$ cat config.mk
export PLATFORM = sky130hd
export DESIGN_NAME = frac_clk_div
export DESIGN_NICKNAME = d
export VERILOG_FILES = /design/src/rtl/fcd_pkg.sv /design/src/rtl/fcd_regs.sv /design/src/rtl/fcd_lfsr_count.sv /design/src/rtl/fcd_phase_acc.sv /design/src/rtl/frac_clk_div.sv
export SDC_FILE = /design/constraint.sdc
export NUM_CORES = 1
export LEC_CHECK = 0
export ABC_AREA = 1
export BUFFER_PORTS_ARGS = -buffer_cell sky130_fd_sc_hd__buf_2
export CAP_MARGIN = 15
export CORE_MARGIN = 1.5
export CORE_UTILIZATION = 55
export CTS_BUF_LIST = sky130_fd_sc_hd__clkbuf_8
export DETAILED_ROUTE_END_ITERATION = 6
export GPL_TIMING_DRIVEN = 0
export PLACE_DENSITY_LB_ADDON = 0.15
export SYNTH_ARGS = -nofsm -noshare
export SYNTH_HDL_FRONTEND = slang
export SYNTH_SLANG_ARGS = --single-unit
$ cat constraint.sdc
create_clock -name clk -period 6.2 [get_ports clk]
set_input_delay 1.86 -clock clk [delete_from_list [all_inputs] [get_ports clk]]
set_output_delay 1.86 -clock clk [all_outputs]
set_load 0.01 [all_outputs]
$ cat src/rtl/fcd_pkg.sv
package fcd_pkg;
   localparam int unsigned CFG_AW = 3;

   typedef enum logic [CFG_AW-1:0] {
      SEL_CTRL   = 3'd0,
      SEL_CODE   = 3'd1,
      SEL_STEP_A = 3'd2,
      SEL_STEP_B = 3'd3,
      SEL_SEED   = 3'd4
   } cfg_sel_e;

   // width of a counter that must hold the values 0..max_val
   function automatic int unsigned cnt_width(input int unsigned max_val);
      return (max_val < 2) ? 1 : $clog2(max_val + 1);
   endfunction
endpackage

$ cat src/rtl/fcd_regs.sv
module fcd_regs
   import fcd_pkg::*;
#(
   parameter int unsigned ACC_W  = 32,
   parameter int unsigned CODE_W = 11
) (
   input  logic                clk,
   input  logic                rst_n,
   input  logic                we,
   input  logic [CFG_AW-1:0]   waddr,
   input  logic [ACC_W-1:0]    wdata,
   input  logic [CFG_AW-1:0]   raddr,
   output logic [ACC_W-1:0]    rdata,
   output logic                run,
   output logic [CODE_W-1:0]   code,
   output logic [ACC_W-1:0]    step_a,
   output logic [ACC_W-1:0]    step_b,
   output logic [ACC_W-1:0]    seed,
   output logic                seed_wr
);
   localparam logic [ACC_W-1:0] SEED_RST = {1'b1, {(ACC_W-1){1'b0}}};

   always_ff @(posedge clk or negedge rst_n) begin
      if (!rst_n) begin
         run    <= 1'b0;
         code   <= '0;
         step_a <= '0;
         step_b <= '0;
         seed   <= SEED_RST;
      end else if (we) begin
         case (cfg_sel_e'(waddr))
            SEL_CTRL:   run    <= wdata[0];
            SEL_CODE:   code   <= wdata[CODE_W-1:0];
            SEL_STEP_A: step_a <= wdata;
            SEL_STEP_B: step_b <= wdata;
            SEL_SEED:   seed   <= wdata;
            default: ;
         endcase
      end
   end

   assign seed_wr = we && (cfg_sel_e'(waddr) == SEL_SEED);

   always_comb begin
      case (cfg_sel_e'(raddr))
         SEL_CTRL:   rdata = ACC_W'(run);
         SEL_CODE:   rdata = ACC_W'(code);
         SEL_STEP_A: rdata = step_a;
         SEL_STEP_B: rdata = step_b;
         SEL_SEED:   rdata = seed;
         default:    rdata = '0;
      endcase
   end

   // the seed register is at its reset value on the first cycle after reset
   p_seed_reset_r1: assert property (@(posedge clk) $rose(rst_n) |-> seed == SEED_RST);
endmodule

$ cat src/rtl/fcd_lfsr_count.sv
module fcd_lfsr_count
   import fcd_pkg::*;
#(
   parameter int unsigned       CODE_W = 11,
   parameter logic [CODE_W-1:0] TAPS   = 11'h500,
   parameter logic [CODE_W-1:0] SEED   = 11'h001,
   parameter int unsigned       OFFSET = 2
) (
   input  logic              clk,
   input  logic              rst_n,
   input  logic              run,
   input  logic [CODE_W-1:0] term,
   input  logic              ext,
   output logic              bnd
);
   localparam int unsigned TAIL_W = cnt_width(OFFSET);

   logic [CODE_W-1:0] state_q, state_nxt;
   logic [TAIL_W-1:0] tail_q, tail_lim;
   logic              term_hit;

   // Galois step, right-shifting form
   always_comb begin
      state_nxt = state_q >> 1;
      if (state_q[0]) state_nxt = state_nxt ^ TAPS;
   end

   // code zero stands for a coarse count of zero: the state never reaches it
   assign term_hit = (term == '0) || (state_q == term);
   assign tail_lim = TAIL_W'(OFFSET - 1) + TAIL_W'(ext);
   assign bnd      = run && term_hit && (tail_q == tail_lim);

   always_ff @(posedge clk or negedge rst_n) begin
      if (!rst_n) begin
         state_q <= SEED;
         tail_q  <= '0;
      end else if (!run || bnd) begin
         state_q <= SEED;
         tail_q  <= '0;
      end else if (!term_hit) begin
         state_q <= state_nxt;
      end else begin
         tail_q  <= tail_q + 1'b1;
      end
   end

   // a maximal-length Galois register never falls into the all-zero state
   p_state_nonzero_r10: assert property (@(posedge clk) disable iff (!rst_n) state_q != '0);
   // the fixed tail never runs past offset plus one extension cycle
   p_tail_bound_r3: assert property (@(posedge clk) disable iff (!rst_n) tail_q <= TAIL_W'(OFFSET));
   // while the coarse count runs, the tail stays at zero
   p_tail_idle_r3: assert property (@(posedge clk) disable iff (!rst_n) !term_hit |-> tail_q == '0);
endmodule

$ cat src/rtl/fcd_phase_acc.sv
module fcd_phase_acc #(
   parameter int unsigned ACC_W = 32
) (
   input  logic             clk,
   input  logic             rst_n,
   input  logic             run,
   input  logic             bnd,
   input  logic [ACC_W-1:0] step_a,
   input  logic [ACC_W-1:0] step_b,
   input  logic [ACC_W-1:0] seed,
   input  logic             seed_wr,
   output logic             ext
);
   logic [ACC_W-1:0] acc_q, inc;
   logic             pend_q;

   assign ext = acc_q[ACC_W-1];
   assign inc = ext ? step_b : step_a;

   always_ff @(posedge clk or negedge rst_n) begin
      if (!rst_n) begin
         acc_q  <= '0;
         pend_q <= 1'b0;
      end else if (!run) begin
         acc_q  <= seed;
         pend_q <= 1'b0;
      end else if (bnd) begin
         acc_q  <= pend_q ? seed : acc_q + inc;
         pend_q <= seed_wr;
      end else begin
         pend_q <= pend_q | seed_wr;
      end
   end

   // the accumulator moves only at a half-period boundary while running
   p_acc_hold_r4: assert property (@(posedge clk) disable iff (!rst_n)
      (run && !bnd) |=> $stable(acc_q));
   // without a pending seed, the boundary adds the increment picked by the MSB
   p_acc_add_r4: assert property (@(posedge clk) disable iff (!rst_n)
      (bnd && !pend_q) |=> acc_q == $past(acc_q) + ($past(acc_q[ACC_W-1]) ? $past(step_b) : $past(step_a)));
   // a pending seed replaces the sum at the boundary
   p_acc_seed_r5: assert property (@(posedge clk) disable iff (!rst_n)
      (bnd && pend_q) |=> acc_q == $past(seed));
endmodule

$ cat src/rtl/frac_clk_div.sv
module frac_clk_div
   import fcd_pkg::*;
#(
   parameter int unsigned       ACC_W    = 32,
   parameter int unsigned       CODE_W   = 11,
   parameter logic [CODE_W-1:0] TAPS     = 11'h500,
   parameter logic [CODE_W-1:0] SEED     = 11'h001,
   parameter int unsigned       OFFSET   = 2,
   parameter bit                STB_BOTH = 1'b0
) (
   input  logic              clk,
   input  logic              rst_n,
   input  logic              cfg_we,
   input  logic [CFG_AW-1:0] cfg_waddr,
   input  logic [ACC_W-1:0]  cfg_wdata,
   input  logic [CFG_AW-1:0] cfg_raddr,
   output logic [ACC_W-1:0]  cfg_rdata,
   output logic              clk_out,
   output logic              edge_stb
);
   // elaboration-time parameter checks
   if (CODE_W < 3 || CODE_W > 24) begin : g_bad_code_w
      $error("CODE_W must lie in 3..24");
   end
   if (ACC_W < 8 || ACC_W <= CODE_W) begin : g_bad_acc_w
      $error("ACC_W must be at least 8 and wider than CODE_W");
   end
   if (OFFSET < 1) begin : g_bad_offset
      $error("OFFSET must be at least 1");
   end
   if (!TAPS[CODE_W-1] || SEED == '0) begin : g_bad_lfsr
      $error("TAPS needs its top bit set and SEED must be nonzero");
   end

   logic              run, seed_wr, bnd, ext;
   logic [CODE_W-1:0] code, act_code;
   logic [ACC_W-1:0]  step_a, step_b, seed, act_a, act_b;
   logic              clk_q, stb_q;

   fcd_regs #(.ACC_W(ACC_W), .CODE_W(CODE_W)) u_regs (
      .clk(clk), .rst_n(rst_n), .we(cfg_we), .waddr(cfg_waddr), .wdata(cfg_wdata),
      .raddr(cfg_raddr), .rdata(cfg_rdata), .run(run), .code(code),
      .step_a(step_a), .step_b(step_b), .seed(seed), .seed_wr(seed_wr)
   );

   // shadow copies: programmed values are adopted only at a boundary or while idle
   always_ff @(posedge clk or negedge rst_n) begin
      if (!rst_n) begin
         act_code <= '0;
         act_a    <= '0;
         act_b    <= '0;
      end else if (!run || bnd) begin
         act_code <= code;
         act_a    <= step_a;
         act_b    <= step_b;
      end
   end

   fcd_lfsr_count #(.CODE_W(CODE_W), .TAPS(TAPS), .SEED(SEED), .OFFSET(OFFSET)) u_count (
      .clk(clk), .rst_n(rst_n), .run(run), .term(act_code), .ext(ext), .bnd(bnd)
   );

   fcd_phase_acc #(.ACC_W(ACC_W)) u_acc (
      .clk(clk), .rst_n(rst_n), .run(run), .bnd(bnd), .step_a(act_a), .step_b(act_b),
      .seed(seed), .seed_wr(seed_wr), .ext(ext)
   );

   always_ff @(posedge clk or negedge rst_n) begin
      if (!rst_n)     clk_q <= 1'b0;
      else if (!run)  clk_q <= 1'b0;
      else if (bnd)   clk_q <= ~clk_q;
   end

   if (STB_BOTH) begin : g_stb_both
      always_ff @(posedge clk or negedge rst_n) begin
         if (!rst_n) stb_q <= 1'b0;
         else        stb_q <= bnd;
      end
      // R9 (variant): a strobe accompanies every output transition
      p_stb_edge_r9: assert property (@(posedge clk) disable iff (!rst_n)
         stb_q |-> clk_q != $past(clk_q));
   end else begin : g_stb_rise
      always_ff @(posedge clk or negedge rst_n) begin
         if (!rst_n) stb_q <= 1'b0;
         else        stb_q <= bnd && !clk_q;
      end
      // the strobe marks exactly the rising edges of the divided clock
      p_stb_rise_r9: assert property (@(posedge clk) disable iff (!rst_n) $rose(clk_q) |-> stb_q);
      p_stb_only_r9: assert property (@(posedge clk) disable iff (!rst_n) stb_q |-> $rose(clk_q));
   end

   assign clk_out  = clk_q;
   assign edge_stb = stb_q;

   // once disabled, the output and strobe are held low
   p_hold_low_r7: assert property (@(posedge clk) disable iff (!rst_n)
      !run |=> (!clk_q && !stb_q));
   // the divided clock changes only at boundaries, and always does there
   p_toggle_only_r8: assert property (@(posedge clk) disable iff (!rst_n)
      (run && !bnd) |=> $stable(clk_q));
   p_toggle_at_r8: assert property (@(posedge clk) disable iff (!rst_n)
      bnd |=> clk_q != $past(clk_q));
   // shadow values stay fixed inside a running half-period
   p_shadow_hold_r6: assert property (@(posedge clk) disable iff (!rst_n)
      (run && !bnd) |=> $stable(act_code) && $stable(act_a) && $stable(act_b));
endmodule

==> run metrics <==
number of clock sinks=231; post-synthesis simple-gate area fraction=0.2925; leakage power=7.700 nW; yosys warns=0; first-pass GRT wire length=59.91 mm; Synth area leader=dfrtp_1; GRT Resource Usage Total=0.3281; DP HPWL=28.16 mm; RR Startpoint=u_acc.acc_q[31]$_DFFE_PN0P_; I/O Pins=75; Setup Skew=0.01666 ns; Reg area=5783 µm²; ys flop type=dfrtp_1; row cnt=55; Crit Path Max Fanout=10; commonest non-fill, non-tap cells in the layout=nand2_1, inv_1, dfrtp_1; share of cells above drive strength 1=0.08684; total power=6.575 mW; cells after synthesis=1753; MaxCap Viol Count=0; via-per-instance ratio=5.437; post-synthesis compound-gate area fraction=0.1079; CTS H-tree depth=2; # DRC=0; final-stage net count=1944; CTS hold repair buffers=0; I/O Buffers=74; setup TNS=0 ns; most common cell after layout, fill and taps aside=nand2_1; Worst EP arrival=3.86 ns; HP Start=act_b[26]$_DFFE_PN0P_; fin crit period=5.718 ns; syn avg cell area=7.155 µm²; Synth Cell Area=12540 µm²; grt ovf=0; initial DRC count=1161; top post-synthesis cells by area=dfrtp_1, nand2_1, o21ai_0, inv_1, nand3_1; RSZ-0062 raised after global routing=false; Die Wd=154.0 µm; crit start category=input port; GP Congestion=0.9227; Worst slew margin=0.4388; mux cell area share after synthesis=0; Async SR Flop Fraction=1.000; Num CTS Buffers=40; multi-input logic area=5579 µm²; Least-Margin Pin Slew=0.8418 ns; crit path from=cfg_raddr[0]; Peak VDD IR=199.9 µV; routed len/inst=17.25 µm; Setup Fix Bufs, Post-CTS=0; pre-CTS WS=0.5873 ns; clock latency on the worst-skew pair=0.55 ns; Initial Utilization=0.5574; Worst EP required=4.34 ns; Hold WC Path Type=reg -> reg; Total Wirelength=37.68 mm; die area=23720 µm²; setup violators final=0; initial antenna violation count=0; XOR/XNOR Fraction of Synth Area=0.01187; core area=22500 µm²; Clock transition at path regs=0.06 ns; main combinational cell family by area after synthesis=simple AND/OR/NAND/NOR gates; first-pass detailed-route iteration total=5; Synth top area share=0.4569; Chip Height=154.0 µm; Post-CTS Resized=0; max-slew violation count=0; period utilization=0.9223; CP Class=in -> out; Worst Setup End Kind=primary output; routed vias=11880; vias in the first global route=11120; EDFF count, synth=0; Final ANT Viol Nets=0; Distinct cells, synth=36; TritonCTS clock tree=done; largest net degree at the start of global routing=83; Ant. Diodes=0; clock root buffer=clkbuf_8; Setup WS post-layout=0.4818 ns; Pwr per Cell Area=465.0 nW/µm²; final-report hold violation count=0; fillers=2113; fraction of the mapped netlist area in adder cells=0.03252; Synth Register Bits=231; Hold Slack=0.4682 ns; post-synth net total=1826; Area growth syn-to-layout=12.73%; Seq/Total Area, Yosys=0.4610; outcome=finished clean; fmax=174.9 MHz; Max Buffers Root-to-Sink=3
==> power by group <==
| part | switching [mW] | total, mW | leakage (nW) | internal (mW) |
|---|---|---|---|---|
| clock | 0.642 | 1.40 | 0.450 | 0.758 |
| combinational | 1.91 | 2.89 | 4.32 | 0.974 |
| sequential | 0.330 | 2.29 | 2.93 | 1.96 |
==> critical path, stage by stage <==
cell       delay (ns)
buf_2            0.13
nor2_1           0.13
nand2_1          0.28
inv_1            0.30
clkbuf_1         0.67
nand2_1          0.14
o2111ai_1        0.15
buf_2            0.18
==> metal layers <==
metal	global-route usage	vias up	wire length, µm
li1	-	5725	-
met1	0.4902	5596	17140
met2	0.4842	499	16060
met3	0.06680	59	3618
met4	0.09293	0	871
met5	0	-	0
==> per-stage QoR <==
step,utilization,instances,area [µm²]
2_1_floorplan,-,1753,12540
5_1_grt,0.6284,2185,14140
3_5_place_dp,0.5926,2114,13340
3_3_place_gp,0.5897,2112,13270
4_1_cts,0.6284,2185,14140
6_report,0.6284,2185,14140
==> state kept, by name, summed over array words and instances, names as in the netlist, 2 cells and up <==
register and flops:
u_regs.code 11, u_regs.seed 32, act_code 11, u_regs.step_a 32, act_a 32, u_count.state_q 11
u_acc.acc_q 32, act_b 32, u_regs.step_b 32, u_count.tail_q 2
==> cell families (layout without fill, tap and decap cells) <==
| group | after synthesis | after routing |
|---|---|---|
| compound gates | 255 | 255 |
| xor+xnor | 17 | 17 |
| simple gates | 926 | 926 |
| fa+ha+maj | 32 | 32 |
| buf+inv | 292 | 439 |
| flops | 231 | 231 |
==> synthesized netlist by cell type, types with 7 or more instances <==
master and n:
a21oi_1 30, nand4_1 8, clkbuf_1 44, nor2_1 68, ha_1 31, dfrtp_1 229
o2111ai_1 10, xnor2_1 15, inv_1 222, buf_4 8, nor3_1 9, nand2_1 736
o21ai_0 192, buf_2 8, o21ai_1 7, nand3_1 93, o211ai_1 9
==> path summary, 6_finish.rpt <==
check	slack (ns)	end	depth (start not counted)
worst max-delay path	0.48	cfg_rdata[3]	8
worst min-delay path	0.47	act_b[26]$_DFFE_PN0P_	2
worst max register to register	2.91	u_acc.acc_q[20]$_DFFE_PN0P_	13
worst min register to register	0.47	act_b[26]$_DFFE_PN0P_	2
max in group asynchronous	3.74	u_regs.step_b[10]$_DFFE_PN0P_	3
min in group asynchronous	1.27	u_acc.acc_q[25]$_DFFE_PN0P_	1
==> layout make-up <==
type	instances	area share
Inverter	223	0.05920
Timing Repair Buffer	76	0.03079
Tap cell	285	0.02522
Clock inverter	22	0.009203
Clock buffer	49	0.04769
Multi-Input combinational cell	1230	0.3946
Sequential cell	231	0.4090
Buffer	69	0.02433
Power figures use the tool's default switching activity.
